==> src/rtl/bitop_pkg.sv <==
package bitop_pkg;

    localparam int unsigned WORD_W    = 32;
    localparam int unsigned IDX_W     = $clog2(WORD_W);
    localparam int unsigned DEC_MIN   = 2;
    localparam int unsigned DEC_COUNT = 4;
    localparam int unsigned DEC_SEL_W = $clog2(DEC_COUNT);
    localparam int unsigned OP_W      = 3;

    typedef enum logic [OP_W-1:0] {
        BOP_ISOLATE = 3'd0,
        BOP_INVERT  = 3'd1,
        BOP_CLEAR   = 3'd2,
        BOP_SET     = 3'd3,
        BOP_SET_C   = 3'd4,
        BOP_SET_NC  = 3'd5,
        BOP_SET_Z   = 3'd6,
        BOP_SET_NZ  = 3'd7
    } bop_e;

    typedef struct packed {
        logic [WORD_W-1:0] value;
        logic              zf;
        logic              cf;
    } unit_res_t;

    function automatic logic [WORD_W-1:0] one_hot(input logic [IDX_W-1:0] pos);
        logic [WORD_W-1:0] m;
        m = '0;
        m[pos] = 1'b1;
        return m;
    endfunction

endpackage

==> src/rtl/bitop_bitunit.sv <==
module bitop_bitunit
    import bitop_pkg::*;
(
    input  logic [WORD_W-1:0] d_in,
    input  logic [WORD_W-1:0] s_in,
    input  bop_e              op,
    input  logic              zf_now,
    input  logic              cf_now,
    output unit_res_t         res
);
    logic [IDX_W-1:0]  pos;
    logic [WORD_W-1:0] sel_mask;
    logic              old_bit;
    logic              new_bit;
    logic [WORD_W-1:0] value;

    assign pos      = s_in[IDX_W-1:0];
    assign sel_mask = one_hot(pos);
    assign old_bit  = |(d_in & sel_mask);

    always_comb begin
        unique case (op)
            BOP_INVERT: new_bit = ~old_bit;
            BOP_CLEAR:  new_bit = 1'b0;
            BOP_SET:    new_bit = 1'b1;
            BOP_SET_C:  new_bit = cf_now;
            BOP_SET_NC: new_bit = ~cf_now;
            BOP_SET_Z:  new_bit = zf_now;
            BOP_SET_NZ: new_bit = ~zf_now;
            default:    new_bit = old_bit;
        endcase
    end

    always_comb begin
        if (op == BOP_ISOLATE)
            value = d_in & sel_mask;
        else
            value = (d_in & ~sel_mask) | (new_bit ? sel_mask : '0);
    end

    assign res.value = value;
    assign res.zf    = (value == '0);
    assign res.cf    = old_bit;

endmodule

==> src/rtl/bitop_decunit.sv <==
module bitop_decunit
    import bitop_pkg::*;
(
    input  logic [WORD_W-1:0]    s_in,
    input  logic [DEC_SEL_W-1:0] width_sel,
    output unit_res_t            res
);
    unit_res_t cand [DEC_COUNT];

    for (genvar g = 0; g < DEC_COUNT; g++) begin : g_width
        localparam int unsigned FW = DEC_MIN + g;
        logic [IDX_W-1:0] pos;
        assign pos = IDX_W'(s_in[FW-1:0]);
        assign cand[g].value = one_hot(pos);
        assign cand[g].zf    = s_in[FW];
        assign cand[g].cf    = s_in[FW+1];
    end

    assign res = cand[width_sel];

endmodule

==> src/rtl/bitop_state.sv <==
module bitop_state
    import bitop_pkg::*;
(
    input  logic              clk,
    input  logic              rst,
    input  logic              load,
    input  logic              wz,
    input  logic              wc,
    input  unit_res_t         nxt,
    output logic [WORD_W-1:0] value_q,
    output logic              zf_q,
    output logic              cf_q,
    output logic              vld_q
);
    always_ff @(posedge clk) begin
        if (rst) begin
            value_q <= '0;
            zf_q    <= 1'b0;
            cf_q    <= 1'b0;
            vld_q   <= 1'b0;
        end else begin
            vld_q <= load;
            if (load) begin
                value_q <= nxt.value;
                if (wz) zf_q <= nxt.zf;
                if (wc) cf_q <= nxt.cf;
            end
        end
    end

endmodule

==> src/rtl/bitop_unit.sv <==
module bitop_unit
    import bitop_pkg::*;
(
    input  logic        clk,
    input  logic        rst,
    input  logic        valid_in,
    input  logic        dec_mode,
    input  logic [1:0]  dec_width,
    input  logic [2:0]  bit_op,
    input  logic [31:0] d_val,
    input  logic [31:0] s_val,
    input  logic        wz_en,
    input  logic        wc_en,
    output logic [31:0] result,
    output logic        z_flag,
    output logic        c_flag,
    output logic        valid_out
);
    unit_res_t bit_res;
    unit_res_t dec_res;
    unit_res_t sel_res;

    bitop_bitunit u_bit (
        .d_in   (d_val),
        .s_in   (s_val),
        .op     (bop_e'(bit_op)),
        .zf_now (z_flag),
        .cf_now (c_flag),
        .res    (bit_res)
    );

    bitop_decunit u_dec (
        .s_in      (s_val),
        .width_sel (dec_width),
        .res       (dec_res)
    );

    assign sel_res = dec_mode ? dec_res : bit_res;

    bitop_state u_state (
        .clk     (clk),
        .rst     (rst),
        .load    (valid_in),
        .wz      (wz_en),
        .wc      (wc_en),
        .nxt     (sel_res),
        .value_q (result),
        .zf_q    (z_flag),
        .cf_q    (c_flag),
        .vld_q   (valid_out)
    );

endmodule

==> config.mk <==
export PLATFORM = sky130hd
export DESIGN_NAME = bitop_unit
export DESIGN_NICKNAME = d
export VERILOG_FILES = /design/src/rtl/bitop_pkg.sv /design/src/rtl/bitop_bitunit.sv /design/src/rtl/bitop_decunit.sv /design/src/rtl/bitop_state.sv /design/src/rtl/bitop_unit.sv
export SDC_FILE = /design/constraint.sdc
export NUM_CORES = 1
export LEC_CHECK = 0
export BUFFER_PORTS_ARGS = -buffer_cell sky130_fd_sc_hd__buf_2
export CAP_MARGIN = 30
export CORE_ASPECT_RATIO = 0.8
export CORE_MARGIN = 8
export CORE_UTILIZATION = 39
export CTS_BUF_LIST = sky130_fd_sc_hd__clkbuf_8 sky130_fd_sc_hd__clkbuf_16
export DETAILED_ROUTE_END_ITERATION = 6
export SLEW_MARGIN = 20
export SYNTH_ARGS = -nofsm -noshare
export SYNTH_HDL_FRONTEND = slang
export SYNTH_SLANG_ARGS = --single-unit
==> constraint.sdc <==
create_clock -name clk -period 3.4 [get_ports clk]
set_clock_uncertainty 0.1 [all_clocks]
set_input_delay 0.34 -clock clk [delete_from_list [all_inputs] [get_ports clk]]
set_output_delay 0.34 -clock clk [all_outputs]
set_load 0.05 [all_outputs]
### Yosys cells after proc, flatten, opt, wreduce, memory -nomap -nowiden

Cells that the tools add are included.
W data, S select, Z words.

| word-level totals | value |
|---|---|
| bits in registers | 35 |
| latch bits | 0 |
| bits in writable memories | 0 |
| ROM bits | 0 |
| input bits | 75 |
| output and inout bits | 35 |
| logic and storage cells | 52 |
| memories kept | 0 |

| cells by class | value |
|---|---|
| add/subtract/negate cells | 0 |
| multipliers | 0 |
| divide/modulo/power cells | 0 |
| magnitude comparators | 9 |
| equality and inequality tests | 7 |
| shift operators | 0 |
| multiplexer cells | 15 |
| bitwise operators | 8 |
| reductions and logical operators | 9 |

Operators by type and width:

| operator | count |
|---|---|
| $mux W34 | 3 |
| $bmux W34 S2 | 1 |
| $and A32 B32 Y32 | 2 |
| $mux W32 | 2 |
| $logic_not A32 Y1 | 1 |
| $not A32 Y32 | 1 |
| $or A32 B32 Y32 | 1 |
| $reduce_or A32 Y1 | 1 |
| $eq A3 B3 Y1 const B | 4 |
| $pmux W1 S7 | 1 |
| $eq A3 B2 Y1 const B | 2 |
| $lt A2 B6 Y1 const B | 1 |
| $lt A3 B6 Y1 const B | 1 |
| $lt A4 B6 Y1 const B | 1 |
| $lt A5 B6 Y1 const B | 1 |
| $demux W1 S5 | 1 |
| $ge A5 B1 Y1 const B | 1 |
| $demux W1 S4 | 1 |
| $ge A4 B1 Y1 const B | 1 |
| $logic_and A1 B1 Y1 | 4 |
| $mux W1 | 4 |
| $reduce_and A2 Y1 | 2 |
| $demux W1 S3 | 1 |
| $eq A3 B1 Y1 const B | 1 |
| 7 further kinds | 9 |

### Logic depth before layout (Yosys ltp)

| logic depth | value |
|---|---|
| word-level depth | 13 |
| gate-level depth with buffers | 11 |
| gate-level depth less buffers | 7 |

### Cells and area by module

Synthesis repeated with hierarchy kept, for this count alone.

| unflattened totals | value |
|---|---|
| cell total of the unflattened synthesis | 566 |
| area total of the unflattened synthesis | 4433.0 sq um |

Modules (own cells, without submodules):

| module | instances | cells an instance | area an instance (sq um) | sequential area each (sq um) |
|---|---|---|---|---|
| bitop_bitunit | 1 | 357 | 2188.3 | 0.0 |
| bitop_state | 1 | 114 | 1276.2 | 700.7 |
| bitop_unit | 1 | 38 | 566.8 | 0.0 |
| bitop_decunit | 1 | 57 | 401.6 | 0.0 |

### Worst setup path before layout

OpenSTA, ideal clock, no wires.

| timing | value |
|---|---|
| path type | input to register |
| start point | in bit_op[2] |
| end point | reg u_state.zf_q |
| library setup time | 0.092 ns |
| arrival time | 2.397 ns |
| data required time | 3.208 ns |
| path slack | 0.811 ns |
| stages on the path | 8 |
| path buffers | 1 |
| cell sequence | buf_2 or4_4 a21oi_2 a311oi_1 a2111oi_2 o2111ai_1 or4b_1 o32ai_1 |

| on the way | value |
|---|---|
| longest elaborated chain between the ends | 7 |
| elaborated cells on any way between the ends | 14 |
| classes of those cells | eq/ne (7); mux (4); bitwise (1); reduce/logical (2) |

Ends and longest elaborated chain:

| element | RTL line | source |
|---|---|---|
| start, declared | bitop_unit.sv:9 | `input logic [2:0] bit_op,` |
| $eq A3 B3 Y1, or another cell as far along | bitop_bitunit.sv:22 | `unique case (op)` |
| $pmux W1 S7 | bitop_bitunit.sv:22 |  |
| $mux W32 | bitop_bitunit.sv:38 | `value = (d_in & ~sel_mask) \| (new_bit ? sel_mask : '0);` |
| $or A32 B32 Y32 | bitop_bitunit.sv:38 |  |
| $mux W32 * | bitop_bitunit.sv:35 | `if (op == BOP_ISOLATE)` |
| $logic_not A32 Y1 * | bitop_bitunit.sv:42 | `assign res.zf = (value == '0);` |
| $mux W34 * | bitop_unit.sv:38 | `assign sel_res = dec_mode ? dec_res : bit_res;` |
| end signal, assigned | bitop_state.sv:25 | `if (wz) zf_q <= nxt.zf;` |
| end, declared | bitop_state.sv:11 | `output logic zf_q,` |

Mark *: on every way between the ends. The rest lies on a longest branch, timed or not.
A chain may end at the register's enable or synchronous reset.

### Worst setup path in the final report

| timing | value |
|---|---|
| start point | in s_val[0] |
| end point | reg u_state.zf_q |

| on the way | value |
|---|---|
| longest elaborated chain between the ends | 13 |
| elaborated cells on any way between the ends | 16 |
| classes of those cells | order compare (2); mux (6); bitwise (5); reduce/logical (3) |

Ends and longest elaborated chain:

| element | RTL line | source |
|---|---|---|
| start, declared | bitop_unit.sv:11 | `input logic [31:0] s_val,` |
| $lt A5 B6 Y1 (not written as such) or $ge A5 B1 Y1 (tied branches) | bitop_pkg.sv:30 | `m[pos] = 1'b1;` |
| $logic_and A1 B1 Y1 (not written as such) | bitop_pkg.sv:30 |  |
| $mux W1 (not written as such) | bitop_pkg.sv:30 |  |
| $demux W1 S5 * | n/a |  |
| $and A32 B32 Y32 | bitop_bitunit.sv:19, bitop_bitunit.sv:36 |  |
| $reduce_or A32 Y1 | bitop_bitunit.sv:19 | `assign old_bit = \|(d_in & sel_mask);` |
| $not A1 Y1 | bitop_bitunit.sv:23 | `BOP_INVERT: new_bit = ~old_bit;` |
| $pmux W1 S7 | bitop_bitunit.sv:22 |  |
| $mux W32 | bitop_bitunit.sv:38 |  |
| $or A32 B32 Y32 | bitop_bitunit.sv:38 |  |
| $mux W32 * | bitop_bitunit.sv:35 |  |
| $logic_not A32 Y1 * | bitop_bitunit.sv:42 |  |
| $mux W34 * | bitop_unit.sv:38 |  |

Marks and branches as above.

==> summary.md <==
| Metric | Value |
|---|---|
| Status | `complete, no violations` |
| Post-Synth Adder-Cell Area | `0` |
| Total gr overflow | `0` |
| PwrDens | `335 mW/mm²` |
| Detailed Routing Iterations Pass 1 | `6` |
| Post-synth EDFFs | `0` |
| Worst-skew pair later-pin latency | `280 ps` |
| Via count | `4446` |
| Synthesized area | `0.00365 mm²` |
| Seq/Total Area, Yosys | `0.192` |
| CTS root buf | `clkbuf_16` |
| R2r setup slk | `1120 ps` |
| Initial antenna violation count | `0` |
| DR vias/cell | `6.56` |
| CTS clk-pin slew, worst paths | `60 ps` |
| FF-to-FF path depth | `6` |
| Buffer depth of the longest clock path | `2` |
| Synth top area cells | `dfxtp_1 (19%), nand2_1 (4.9%), a21oi_1 (4.8%)` |
| Total negative setup slack | `0 ps` |
| # Max-Cap Violations | `0` |
| CTS tree | `built` |
| RSZ-0062 raised after global routing | `false` |
| Die height | `103 µm` |
| DRC viols | `0` |
| Port Buffer Count | `84` |
| IO Pins | `110` |
| Largest family of logic cells by synthesized area | `compound AO/OA/AOI/OAI gates` |
| Critical path endpoint category | `flop` |
| HPWL after DPL | `11.3 mm` |
| Crit path required time | `3490 ps` |
| Post-Syn Nets | `577` |
| Setup repair bufs after CTS | `0` |
| CTS Sinks | `35` |
| Routed len/inst | `22.4 µm` |
| CP startpoint kind | `primary input` |
| Ys flop type | `dfxtp_1` |
| Post-synthesis compound-gate area fraction | `0.351` |
| Cells after Synth | `502` |
| Width of the chip | `124 µm` |
| Mux contribution to synthesized area | `0.0644` |
| # fillers | `921` |
| Setup CP Type | `primary input to flop` |
| Hold Path Class | `primary input to flop` |
| Fin Hold WS | `172 ps` |
| Yosys cell types | `81` |
| Post-Synth Simple-Gate Area | `0.275` |
| Nets@finish | `638` |
| Core ar. | `0.00908 mm²` |
| Slew @ Worst Pin | `862 ps` |
| LEAKAGE | `1.70 nW` |
| Antenna fix cells | `0` |
| DRT iter0 DRCs | `634` |
| Final Cycle Share | `0.865` |
| Initial Util | `0.403` |
| Die area | `0.0127 mm²` |
| Worst Hold Path Cells | `2` |
| Fmax | `0.340 GHz` |
| Total Wirelength | `15.2 mm` |
| Vias in the first global route | `4186` |
| H-tree depth | `2` |
| Pins Over Slew Limit | `0` |
| Worst path arrival time | `3030 ps` |
| GRT Overall Usage | `0.229` |
| Synth Area in XOR/XNOR | `0.0359` |
| Peak VDD IR | `0.000161 V` |
| Post_cts resized | `0` |
| Fraction of registers with async set or reset after synthesis | `0` |
| GPL Wtd Cong | `0.982` |
| Synth Warn # | `0` |
| #FFs+latches synth | `35` |
| Post-CTS Hold Buffers | `0` |
| Antenna viol nets, final | `0` |
| Post-route minimum period | `2940 ps` |
| TritonCTS Buffers | `5` |
| Yosys top cell area share | `0.192` |
| Area leader, netlist | `dfxtp_1` |
| Max FO, Critical Path | `17` |
| Relative slew slack | `0.421` |
| FP Rows | `31` |
| Hold Violations, Final | `0` |
| Share of cells above drive strength 1 | `0.254` |
| Avg Cell Area, Syn | `7.28 µm²` |
| Largest net degree at the start of global routing | `45` |
| Setup violators final | `0` |
| Synthesis-to-layout area growth | `17.4%` |
| First-pass GRT wire length | `23.5 mm` |
[cell families (layout without fill, tap and decap cells)]
family	after synthesis	after routing
and+or+nand+nor	190	190
xor gates and xnor gates	15	15
buffers and inverters	64	125
muxes	17	17
DFF	35	35
AOI/OAI and AO/OA	181	181
[cells in the mapped netlist (all sizes together) (10+ instances only)]
library cell,instances
o21ai,34
buf,23
dfxtp,35
clkbuf,32
a21oi,36
a31oi,18
nor2,44
a311oi,11
xnor2,14
nand3,21
nand2,48
nor3,15
mux2i,10
[critical path: stages]
cell and delay (ps):
buf_2 200, buf_4 270, nor2b_1 530, a21oi_1 140
o21ai_0 460, o2111ai_1 240, or4b_1 570, o32ai_1 270
[path summary, 6_finish.rpt]
| path | start | endpoint |
|---|---|---|
| setup / recovery | s_val[0] | u_state.zf_q$_SDFFE_PP0P_ |
| hold reg to reg | u_state.value_q[15]$_SDFFE_PP0P_ | u_state.value_q[15]$_SDFFE_PP0P_ |
| hold / removal | wc_en | u_state.cf_q$_SDFFE_PP0P_ |
| setup reg to reg | u_state.zf_q$_SDFFE_PP0P_ | u_state.zf_q$_SDFFE_PP0P_ |
[through the flow]
stage / instance area [µm²] / util / power, mW / instances / setup slack [ps]
finish: 4290 / 0.473 / 1.44 / 678 / 457
global route: 4290 / 0.473 / 1.51 / 678 / 251
CTS: 4290 / 0.473 / 1.43 / 678 / 530
detailed placement: 4150 / 0.457 / 0.974 / 671 / 251
global placement: 4150 / 0.457 / 0.970 / 671 / 197
floorplan: 3650 / - / 0.809 / 502 / 811
[flip-flops by register name (all words and copies together), names as in the netlist]
| name | count |
|---|---|
| u_state.cf_q | 1 |
| u_state.value_q | 32 |
| u_state.vld_q | 1 |
| u_state.zf_q | 1 |
[layout by cell type, fill, tap and decap left out, types with 14 or more instances in the layout]
cell type,count
buf_2,84
nand2_1,48
nor2_1,42
a21oi_1,35
dfxtp_1,35
o21ai_0,33
buf_4,25
nand3_1,20
a31oi_1,17
xnor2_1,14
[report_power, final]
part / total (mW) / switching (mW) / internal, mW / leakage, nW
Combinational: 0.528 / 0.362 / 0.166 / 1.34
Clock: 0.459 / 0.173 / 0.286 / 0.0727
Sequential: 0.450 / 0.0133 / 0.436 / 0.288
[layer usage]
| layer | part of all wire | wire [µm] | global-route usage | vias to the layer above |
|---|---|---|---|---|
| met5 | 0 | 0 | 0 | - |
| met4 | 0.036 | 552 | 0.0868 | 0 |
| met3 | 0.12 | 1820 | 0.0637 | 50 |
| met2 | 0.42 | 6440 | 0.360 | 304 |
| met1 | 0.42 | 6370 | 0.293 | 2052 |
| li1 | - | - | - | 2040 |
[layout make-up]
cell class                 instances  area [µm²]  share of cell area
clock buffer                       6         139              0.0324
clock inverter                     1        5.00             0.00117
timing repair buffer             109         608               0.142
sequential                        35         701               0.163
inverter                           9        33.8             0.00787
multi-input combinational        403        2660               0.620
tap                              115         144              0.0335
No activity file was read; power rests on OpenSTA's default activity.
